`src/rtl/epp_pkg.sv`:
```
package epp_pkg;
  localparam int BYTE_W = 8;
  typedef logic [2:0] ofs_t;
  localparam ofs_t OFS_STATUS   = 3'd1;
  localparam ofs_t OFS_EPP_ADDR = 3'd3;
  localparam ofs_t OFS_EPP_DATA = 3'd4;
  localparam logic [7:0] GATE_MASK = 8'h2F;
  localparam logic [7:0] GATE_WR   = 8'h04;
  localparam logic [7:0] GATE_RD   = 8'h24;
  localparam logic [7:0] IDLE_BYTE = 8'hFF;
  typedef enum logic [1:0] {
    ST_IDLE = 2'd0,
    ST_STB  = 2'd1,
    ST_REL  = 2'd2,
    ST_DONE = 2'd3
  } eng_state_t;
endpackage

```
`src/rtl/epp_rst_sync.sv`:
```
module epp_rst_sync (
  input  logic clk,
  input  logic rst_n,
  output logic rst_sync_n
);
  logic s1_q, s2_q;
  always_ff @(posedge clk or negedge rst_n) begin
    if (!rst_n) begin
      s1_q <= 1'b0;
      s2_q <= 1'b0;
    end else begin
      s1_q <= 1'b1;
      s2_q <= s1_q;
    end
  end
  assign rst_sync_n = s2_q;
endmodule

```
`src/rtl/epp_access_decode.sv`:
```
module epp_access_decode
  import epp_pkg::*;
#(
  parameter int NB = 4,
  localparam int DW = NB * BYTE_W,
  localparam int IDX_W = (NB > 1) ? $clog2(NB) : 1
) (
  input  logic             accept,
  input  logic             we,
  input  logic             hi_win,
  input  ofs_t             ofs,
  input  logic [1:0]       size,
  input  logic             wdata_b0,
  input  logic [7:0]       ctrl,
  input  logic [6:0]       per_status_hi,
  input  logic             tmo_flag,
  output logic             run_bus,
  output logic             is_addr,
  output logic [IDX_W-1:0] last_idx,
  output logic [DW-1:0]    init_rdata,
  output logic             clr_tmo
);
  logic       epp_ofs;
  logic       pat_ok;
  logic [7:0] masked;
  int         last_i;
  logic [DW-1:0] width_ones;

  assign masked  = ctrl & GATE_MASK;
  assign pat_ok  = we ? (masked == GATE_WR) : (masked == GATE_RD);
  assign is_addr = (ofs == OFS_EPP_ADDR);
  assign epp_ofs = !hi_win && (is_addr || (ofs == OFS_EPP_DATA));
  assign run_bus = accept && epp_ofs && pat_ok;
  assign clr_tmo = accept && we && !hi_win && (ofs == OFS_STATUS) && wdata_b0;

  always_comb begin
    if (is_addr || size == 2'd0) last_i = 0;
    else if (size == 2'd1)       last_i = 1;
    else                         last_i = 3;
    if (last_i > NB - 1) last_i = NB - 1;
    last_idx = IDX_W'(last_i);
    for (int b = 0; b < NB; b++)
      width_ones[b*BYTE_W +: BYTE_W] = (b <= last_i) ? IDLE_BYTE : '0;
  end

  always_comb begin
    init_rdata = '0;
    if (we)                       init_rdata = '0;
    else if (hi_win)              init_rdata[BYTE_W-1:0] = IDLE_BYTE;
    else if (ofs == OFS_STATUS)   init_rdata[BYTE_W-1:0] = {per_status_hi, tmo_flag};
    else if (epp_ofs)             init_rdata = width_ones;
    else                          init_rdata[BYTE_W-1:0] = IDLE_BYTE;
  end
endmodule

```
`src/rtl/epp_sticky_flag.sv`:
```
module epp_sticky_flag (
  input  logic clk,
  input  logic rst_n,
  input  logic set,
  input  logic clr,
  output logic q
);
  logic q_n, q_r;
  always_comb begin
    q_n = q_r;
    if (set)      q_n = 1'b1;
    else if (clr) q_n = 1'b0;
  end
  always_ff @(posedge clk or negedge rst_n) begin
    if (!rst_n) q_r <= 1'b0;
    else        q_r <= q_n;
  end
  assign q = q_r;
endmodule

```
`src/rtl/epp_byte_engine.sv`:
```
module epp_byte_engine
  import epp_pkg::*;
#(
  parameter int NB = 4,
  parameter int TMO_W = 16,
  localparam int DW = NB * BYTE_W,
  localparam int IDX_W = (NB > 1) ? $clog2(NB) : 1
) (
  input  logic             clk,
  input  logic             rst_n,
  input  logic             start,
  input  logic             run_bus,
  input  logic             is_wr,
  input  logic             is_addr,
  input  logic [IDX_W-1:0] last_idx,
  input  logic [DW-1:0]    init_rdata,
  input  logic [DW-1:0]    wdata,
  input  logic [TMO_W-1:0] tmo_limit,
  input  logic             bus_wait,
  input  logic [7:0]       bus_data_in,
  output logic             idle,
  output logic             done,
  output logic [DW-1:0]    rdata,
  output logic             tmo_evt,
  output logic             astb_n,
  output logic             dstb_n,
  output logic             write_n,
  output logic             data_oe,
  output logic [7:0]       data_out
);
  eng_state_t       st_q, st_n;
  logic [IDX_W-1:0] idx_q, idx_n, last_q;
  logic [TMO_W-1:0] cnt_q, cnt_n;
  logic [TMO_W:0]   cnt_inc;
  logic [DW-1:0]    rd_q, rd_n, wd_q;
  logic             wr_q, addr_q, load, on_bus;

  assign load    = (st_q == ST_IDLE) && start;
  assign cnt_inc = {1'b0, cnt_q} + {{TMO_W{1'b0}}, 1'b1};

  always_comb begin
    st_n    = st_q;
    idx_n   = idx_q;
    cnt_n   = cnt_q;
    rd_n    = rd_q;
    tmo_evt = 1'b0;
    case (st_q)
      ST_IDLE: if (start) begin
        rd_n  = init_rdata;
        idx_n = '0;
        cnt_n = '0;
        st_n  = run_bus ? ST_STB : ST_DONE;
      end
      ST_STB: begin
        if (bus_wait) begin
          if (!wr_q) rd_n[idx_q*BYTE_W +: BYTE_W] = bus_data_in;
          st_n = ST_REL;
        end else if (cnt_inc >= {1'b0, tmo_limit}) begin
          tmo_evt = 1'b1;
          st_n    = ST_DONE;
        end else begin
          cnt_n = cnt_inc[TMO_W-1:0];
        end
      end
      ST_REL: begin
        if (idx_q == last_q) begin
          st_n = ST_DONE;
        end else begin
          idx_n = idx_q + IDX_W'(1);
          cnt_n = '0;
          st_n  = ST_STB;
        end
      end
      default: st_n = ST_IDLE;
    endcase
  end

  always_ff @(posedge clk or negedge rst_n) begin
    if (!rst_n) begin
      st_q  <= ST_IDLE;
      idx_q <= '0;
      cnt_q <= '0;
      rd_q  <= '0;
    end else begin
      st_q  <= st_n;
      idx_q <= idx_n;
      cnt_q <= cnt_n;
      rd_q  <= rd_n;
    end
  end

  always_ff @(posedge clk or negedge rst_n) begin
    if (!rst_n) begin
      wr_q   <= 1'b0;
      addr_q <= 1'b0;
      last_q <= '0;
      wd_q   <= '0;
    end else if (load) begin
      wr_q   <= is_wr;
      addr_q <= is_addr;
      last_q <= last_idx;
      wd_q   <= wdata;
    end
  end

  assign on_bus   = (st_q == ST_STB) || (st_q == ST_REL);
  assign idle     = (st_q == ST_IDLE);
  assign done     = (st_q == ST_DONE);
  assign rdata    = rd_q;
  assign astb_n   = !((st_q == ST_STB) && addr_q);
  assign dstb_n   = !((st_q == ST_STB) && !addr_q);
  assign write_n  = !(on_bus && wr_q);
  assign data_oe  = on_bus && wr_q;
  assign data_out = wd_q[idx_q*BYTE_W +: BYTE_W];
endmodule

```
`src/rtl/epp_cycle_engine.sv`:
```
module epp_cycle_engine
  import epp_pkg::*;
#(
  parameter int NB = 4,
  parameter int TMO_W = 16,
  localparam int DW = NB * BYTE_W,
  localparam int IDX_W = (NB > 1) ? $clog2(NB) : 1
) (
  input  logic             clk,
  input  logic             rst_n,
  input  logic             host_req,
  input  logic             host_we,
  input  logic             host_hi_win,
  input  logic [2:0]       host_ofs,
  input  logic [1:0]       host_size,
  input  logic [DW-1:0]    host_wdata,
  output logic             host_done,
  output logic [DW-1:0]    host_rdata,
  input  logic [7:0]       ctrl_reg,
  input  logic [6:0]       per_status_hi,
  input  logic [TMO_W-1:0] tmo_limit,
  output logic [7:0]       bus_data_out,
  output logic             bus_data_oe,
  input  logic [7:0]       bus_data_in,
  output logic             bus_astb_n,
  output logic             bus_dstb_n,
  output logic             bus_write_n,
  input  logic             bus_wait
);
  logic             rst_sync_n;
  logic             eng_idle, accept, tmo_flag, tmo_evt, clr_tmo;
  logic             run_bus, is_addr;
  logic [IDX_W-1:0] last_idx;
  logic [DW-1:0]    init_rdata;

  assign accept = host_req && eng_idle;

  epp_rst_sync u_rst (.clk(clk), .rst_n(rst_n), .rst_sync_n(rst_sync_n));

  epp_access_decode #(.NB(NB)) u_dec (
    .accept(accept), .we(host_we), .hi_win(host_hi_win), .ofs(host_ofs),
    .size(host_size), .wdata_b0(host_wdata[0]), .ctrl(ctrl_reg),
    .per_status_hi(per_status_hi), .tmo_flag(tmo_flag), .run_bus(run_bus),
    .is_addr(is_addr), .last_idx(last_idx), .init_rdata(init_rdata),
    .clr_tmo(clr_tmo)
  );

  epp_byte_engine #(.NB(NB), .TMO_W(TMO_W)) u_eng (
    .clk(clk), .rst_n(rst_sync_n), .start(accept), .run_bus(run_bus),
    .is_wr(host_we), .is_addr(is_addr), .last_idx(last_idx),
    .init_rdata(init_rdata), .wdata(host_wdata), .tmo_limit(tmo_limit),
    .bus_wait(bus_wait), .bus_data_in(bus_data_in), .idle(eng_idle),
    .done(host_done), .rdata(host_rdata), .tmo_evt(tmo_evt),
    .astb_n(bus_astb_n), .dstb_n(bus_dstb_n), .write_n(bus_write_n),
    .data_oe(bus_data_oe), .data_out(bus_data_out)
  );

  epp_sticky_flag u_tmo (
    .clk(clk), .rst_n(rst_sync_n), .set(tmo_evt), .clr(clr_tmo), .q(tmo_flag)
  );
endmodule

```
`config.mk`:
```
export PLATFORM = sky130hd
export DESIGN_NAME = epp_cycle_engine
export DESIGN_NICKNAME = d
export VERILOG_FILES = /design/src/rtl/epp_pkg.sv /design/src/rtl/epp_rst_sync.sv /design/src/rtl/epp_access_decode.sv /design/src/rtl/epp_sticky_flag.sv /design/src/rtl/epp_byte_engine.sv /design/src/rtl/epp_cycle_engine.sv
export SDC_FILE = /design/constraint.sdc
export NUM_CORES = 1
export LEC_CHECK = 0
export ABC_AREA = 1
export BUFFER_PORTS_ARGS = -buffer_cell sky130_fd_sc_hd__buf_2
export CORE_MARGIN = 8
export CORE_UTILIZATION = 51
export DETAILED_ROUTE_END_ITERATION = 8
export PLACE_DENSITY = 0.77
export SLEW_MARGIN = 25
export SYNTH_ARGS = -nofsm -noshare
export SYNTH_HDL_FRONTEND = slang
export SYNTH_SLANG_ARGS = --single-unit
```
`constraint.sdc`:
```
create_clock -name clk -period 3.19 [get_ports clk]
set_clock_uncertainty 0.2 [all_clocks]
set_input_delay 0.638 -clock clk [delete_from_list [all_inputs] [get_ports clk]]
set_output_delay 0.638 -clock clk [all_outputs]
set_load 0.1 [all_outputs]
```
==> impl_metrics.tcl, run 1 <==
set metrics [dict create \
    clock_path_buffers 2 \
    grt_pass1_wl_um 23700 \
    initial_core_util 0.517 \
    synthTopCellsByArea "dfrtp_1 (43%), nand2_1 (16%), nor2_1 (6.6%)" \
    async_reset_ff_frac 1.00 \
    drt_first_iter_violations 268 \
    critPathMaxFanout 5 \
    die_w_um 118 \
    routedWlPerCell_um 14.7 \
    outcome "finished clean" \
    rr_startpoint "u_eng.cnt_q[0]" \
    cp_data_required_time_ps 3240 \
    slew_headroom 0.574 \
    setup_viol 0 \
    placementRows 37 \
    cts_tree "built" \
    synth_edf_count 0 \
    grt_overflow 0 \
    numCtsBuffers 9 \
    worstMarginPinSlew_ps 639 \
    port_buffers 123 \
    cts.sinks 91 \
    avgSynthCellArea_um2 7.47 \
    clock.fmax_mhz 332 \
    ys_seq_area_frac 0.432 \
    synth_warnings 0 \
    r2r-end "u_eng.cnt_q[13]" \
    place_hpwl_um 10600 \
    finalHoldViolations 0 \
    first_global_vias 5078 \
    setup_slack_ps 174 \
    rrSetupSlack_ps 170 \
    synthFlopType "dfrtp_1" \
    core-area_um2 10200 \
    syn_nets 812 \
    die_area_um2 13800 \
    timing.final.crit_share 0.945 \
    drc 0 \
    rr_worst_depth 18 \
    nNetsFinal 944 \
    synth_cell_types 39 \
    synth_top_area_frac 0.432 \
    layout-drive-gt1-share 0.238 \
    diodes 0 \
    clock_latency_ps 360 \
    slew_violations 0 \
    grt_max_degree 54 \
    num_vias 5096 \
    area_growth_pct 23.2 \
    cts-root-buf "clkbuf_8" \
    dp_slack_ps 66.0 \
    place_congestion 0.870 \
    fin_crit_ps 3020 \
    worst_setup_path_end_kind "flop" \
    wl_um 14400 \
    drv_cap 0 \
    antenna_left 0 \
    netlist_instances 705 \
    path_clk_slew_ps 100 \
    n_fill_cell 935 \
    crit_type "flop to flop" \
    hold_path_class "flop to asynchronous set/reset pin" \
    yosysTopAreaCell "dfrtp_1" \
    vias_per_cell 5.21 \
    track_usage 0.202 \
    final_common_cell "nand2_1" \
    synth.cell_area_um2 5270 \
    drt_pass1_iterations 5 \
    io_pins 127 \
    ys_seq_elements 91 \
    die_h_um 118 \
    htree_levels 3 \
    worstSetupStartpointType "flop" \
    antenna_found_initial 0 \
    layout_common_cells "nand2_1 (222), buf_2 (123), dfrtp_1 (90)" \
    arrival_ps 3070 \
]
-- how the worst max path moves through the flow --
stage                         from              end  slack (ps)  cells after the start
finish              u_eng.cnt_q[0]  u_eng.cnt_q[13]         170                     18
global route        u_eng.cnt_q[0]  u_eng.cnt_q[14]         -50                     19
CTS                 u_eng.cnt_q[0]  u_eng.cnt_q[12]          10                     19
detailed placement  u_eng.cnt_q[0]  u_eng.cnt_q[12]          70                     19
global placement    u_eng.cnt_q[0]  u_eng.cnt_q[12]         150                     19
floorplan            u_eng.st_q[0]      bus_data_oe         240                      4
-- layer usage --
metal | wire (um) | global-route usage
met3 | 755 | 0.0355
met2 | 6990 | 0.335
met1 | 6360 | 0.259
met5 | 0 | 0
met4 | 280 | 0.0769
-- worst max-delay path, stage by stage, from the launching register on --
cell and delay (ps):
dfrtp_1 440, ha_2 220, nand2_2 80, nor2_4 140, nand2_2 70, inv_2 100
nand3_1 110, xor2_2 190, inv_1 60, ha_1 290, and3_1 210, nand2_1 90
nor2_2 100, nand2_2 80, nand3_4 130, nand2_8 100, clkbuf_16 180, nand3_1 60
nand2_1 50
-- synth_stat cells (7+ instances only) --
library cell and number:
nand2_1 224, nor2_1 92, dfrtp_1 91, inv_1 71
nand3_1 35, o21ai_0 33, a21oi_1 25, ha_1 25
a31oi_1 18, clkbuf_1 12, o22ai_1 8, a41oi_1 7
nor3_1 7
-- final cells by class --
class,instances,area (um^2),area share
repair buffers,145,846,0.130
multi-input cells,516,2720,0.418
clock buffers,11,141,0.0218
clock inverters,5,60.1,0.00925
well taps,136,170,0.0262
inverters,74,278,0.0428
flip-flops and latches,91,2280,0.351
-- metrics by stage --
stage	area [um^2]	TNS (ps)	utilization	cells	hold WS [ps]
after floorplan	5320	0	-	705	131
after global placement	6100	0	0.599	954	139
after detailed placement	6130	0	0.601	955	119
after CTS	6340	0	0.622	972	130
after global routing	6490	-401	0.637	978	155
final	6490	0	0.637	978	107
-- what timing repair did --
action,in CTS,in global routing
resized for setup,0,17
hold buffers,1,0
buffers inserted,0,5
endpoints found under the hold margin,2,0
setup endpoints to repair,0,19
-- flip-flops by register name, indices dropped and copies added, names as in the netlist, 2 cells and up --
name,flops
u_eng.rdata,32
u_eng.wd_q,32
u_eng.cnt_q,16
u_eng.idx_q,2
u_eng.last_q,2
u_eng.st_q,2
-- cell families (layout without fill, tap and decap cells) --
| kind of cell | count (synthesis) | in the layout | share of synthesized area |
|---|---|---|---|
| adder cells (fa/ha/maj) | 25 | 25 | 0.0594 |
| XOR/XNOR | 6 | 6 | 0.00998 |
| AO/OA/AOI/OAI | 100 | 100 | 0.116 |
| other | 1 | 1 | 0.000712 |
| AND/OR/NAND/NOR | 384 | 384 | 0.305 |
| flip-flops | 91 | 91 | 0.432 |
| buffers and inverters | 98 | 235 | 0.0767 |
Power of run 1 is left out: the tool's default activity adds up to more than one toggle a clock period on the data nets, which glitch-free logic cannot reach.
==> run 2: changes to the inputs <==
- CORE_UTILIZATION: 51 -> 31
- CTS_CLUSTER_DIAMETER: default -> 120
- GPL_TIMING_DRIVEN: default -> 0
- PLACE_DENSITY: 0.77 -> default
==> impl_metrics.tcl, run 2 (synthesis results as in run 1) <==
set metrics [dict create \
    cp_data_required_time_ps 3220 \
    htree_levels 3 \
    nNetsFinal 954 \
    dp_slack_ps -181 \
    setup_tns_ps 0 \
    grt_pass1_wl_um 25200 \
    antenna_left 0 \
    timing.final.crit_share 0.951 \
    drt_pass1_iterations 5 \
    n_fill_cell 1763 \
    die_h_um 146 \
    num_vias 4982 \
    place_hpwl_um 11900 \
    port_buffers 122 \
    first_global_vias 5087 \
    antenna_found_initial 1 \
    area_growth_pct 28.4 \
    worstSetupStartpointType "flop" \
    clock.fmax_mhz 330 \
    worstMarginPinSlew_ps 638 \
    numCtsBuffers 9 \
    final_common_cell "nand2_1" \
    diodes 0 \
    worst_setup_path_end_kind "flop" \
    drt_first_iter_violations 289 \
    crit_type "flop to flop" \
    clock_latency_ps 340 \
    cts.sinks 91 \
    slew_violations 0 \
    rrSetupSlack_ps 160 \
    place_congestion 0.827 \
    grt_max_degree 47 \
    arrival_ps 3070 \
    cts_tree "built" \
    placementRows 47 \
    outcome "finished clean" \
    drc 0 \
    io_pins 127 \
    finalHoldViolations 0 \
    die_area_um2 21400 \
    fin_crit_ps 3030 \
    drv_cap 0 \
    hold_ws_ps 149 \
    place_area_um2 6240 \
    vias_per_cell 4.65 \
    die_w_um 146 \
    routedWlPerCell_um 14.4 \
    setup_viol 0 \
    track_usage 0.145 \
    hold_path_class "flop to flop" \
    initial_core_util 0.318 \
    slew_headroom 0.575 \
    grt_overflow 0 \
    path_clk_slew_ps 60 \
    fin_area_um2 6760 \
    layout_common_cells "nand2_1 (222), buf_2 (117), dfrtp_1 (90)" \
    critPathMaxFanout 8 \
    layout-drive-gt1-share 0.242 \
    setup_slack_ps 157 \
    wl_um 15500 \
    clock_path_buffers 2 \
    core-area_um2 16600 \
    cts-root-buf "clkbuf_16" \
]
-- run 2: path summary, 6_finish.rpt --
kind	start	end	cells after the start
worst max-delay path	u_eng.cnt_q[0]	u_eng.cnt_q[6]	20
worst min-delay path	u_rst.s1_q	u_rst.rst_sync_n	0
worst max register to register	u_eng.cnt_q[0]	u_eng.cnt_q[6]	20
worst min register to register	u_rst.s1_q	u_rst.rst_sync_n	0
max in group asynchronous	u_rst.rst_sync_n	u_eng.rdata[7]	1
min in group asynchronous	u_rst.rst_sync_n	u_eng.cnt_q[2]	0
-- run 2: repair_timing --
action	4_1_cts	5_1_grt
hold endpoints to repair	2	0
endpoints found under the setup margin	36	48
resized for setup	18	26
buffers inserted	2	5
hold buffers	1	0
pin swaps	3	5
gates cloned	0	1
-- run 2: per-layer routing --
layer  vias to the layer above  track usage  part of all wire
met5                         -            0            0.0011
met4                         2       0.0526             0.026
met3                        29       0.0371             0.055
met2                       135        0.236              0.46
met1                      2258        0.181              0.46
li1                       2558            -                 -
-- run 2: metrics by stage --
step | cells | utilization
global placement | 1047 | 0.374
floorplan | 705 | -
detailed placement | 1048 | 0.376
finish | 1072 | 0.408
global route | 1072 | 0.408
CTS | 1067 | 0.398
-- run 2: area by class of cell --
class,instances,area [um^2],area share
plain buffers,23,140,0.0207
clock buffers,11,253,0.0374
clock inverters,5,36.3,0.00537
inverters,74,282,0.0416
multi-input cells,516,2750,0.407
flip-flops and latches,91,2280,0.337
well taps,220,275,0.0407
repair buffers,132,746,0.110
-- run 2: worst max-delay path, cell delays in order, from the launching register on --
cell and delay [ps]:
dfrtp_1 410, ha_2 210, nand2_2 70, nor2_4 150, nand2_4 90, inv_2 80
nand3_1 80, xor2_1 180, inv_1 70, ha_1 290, nand2_1 80, a21oi_1 80
nor2_2 120, o21ai_1 90, nand2_1 130, nand3_4 110, nand2_8 130, nand2_8 80
clkbuf_16 180, nand2_1 50, nand2_1 50
Power of run 2 is left out for the same reason.
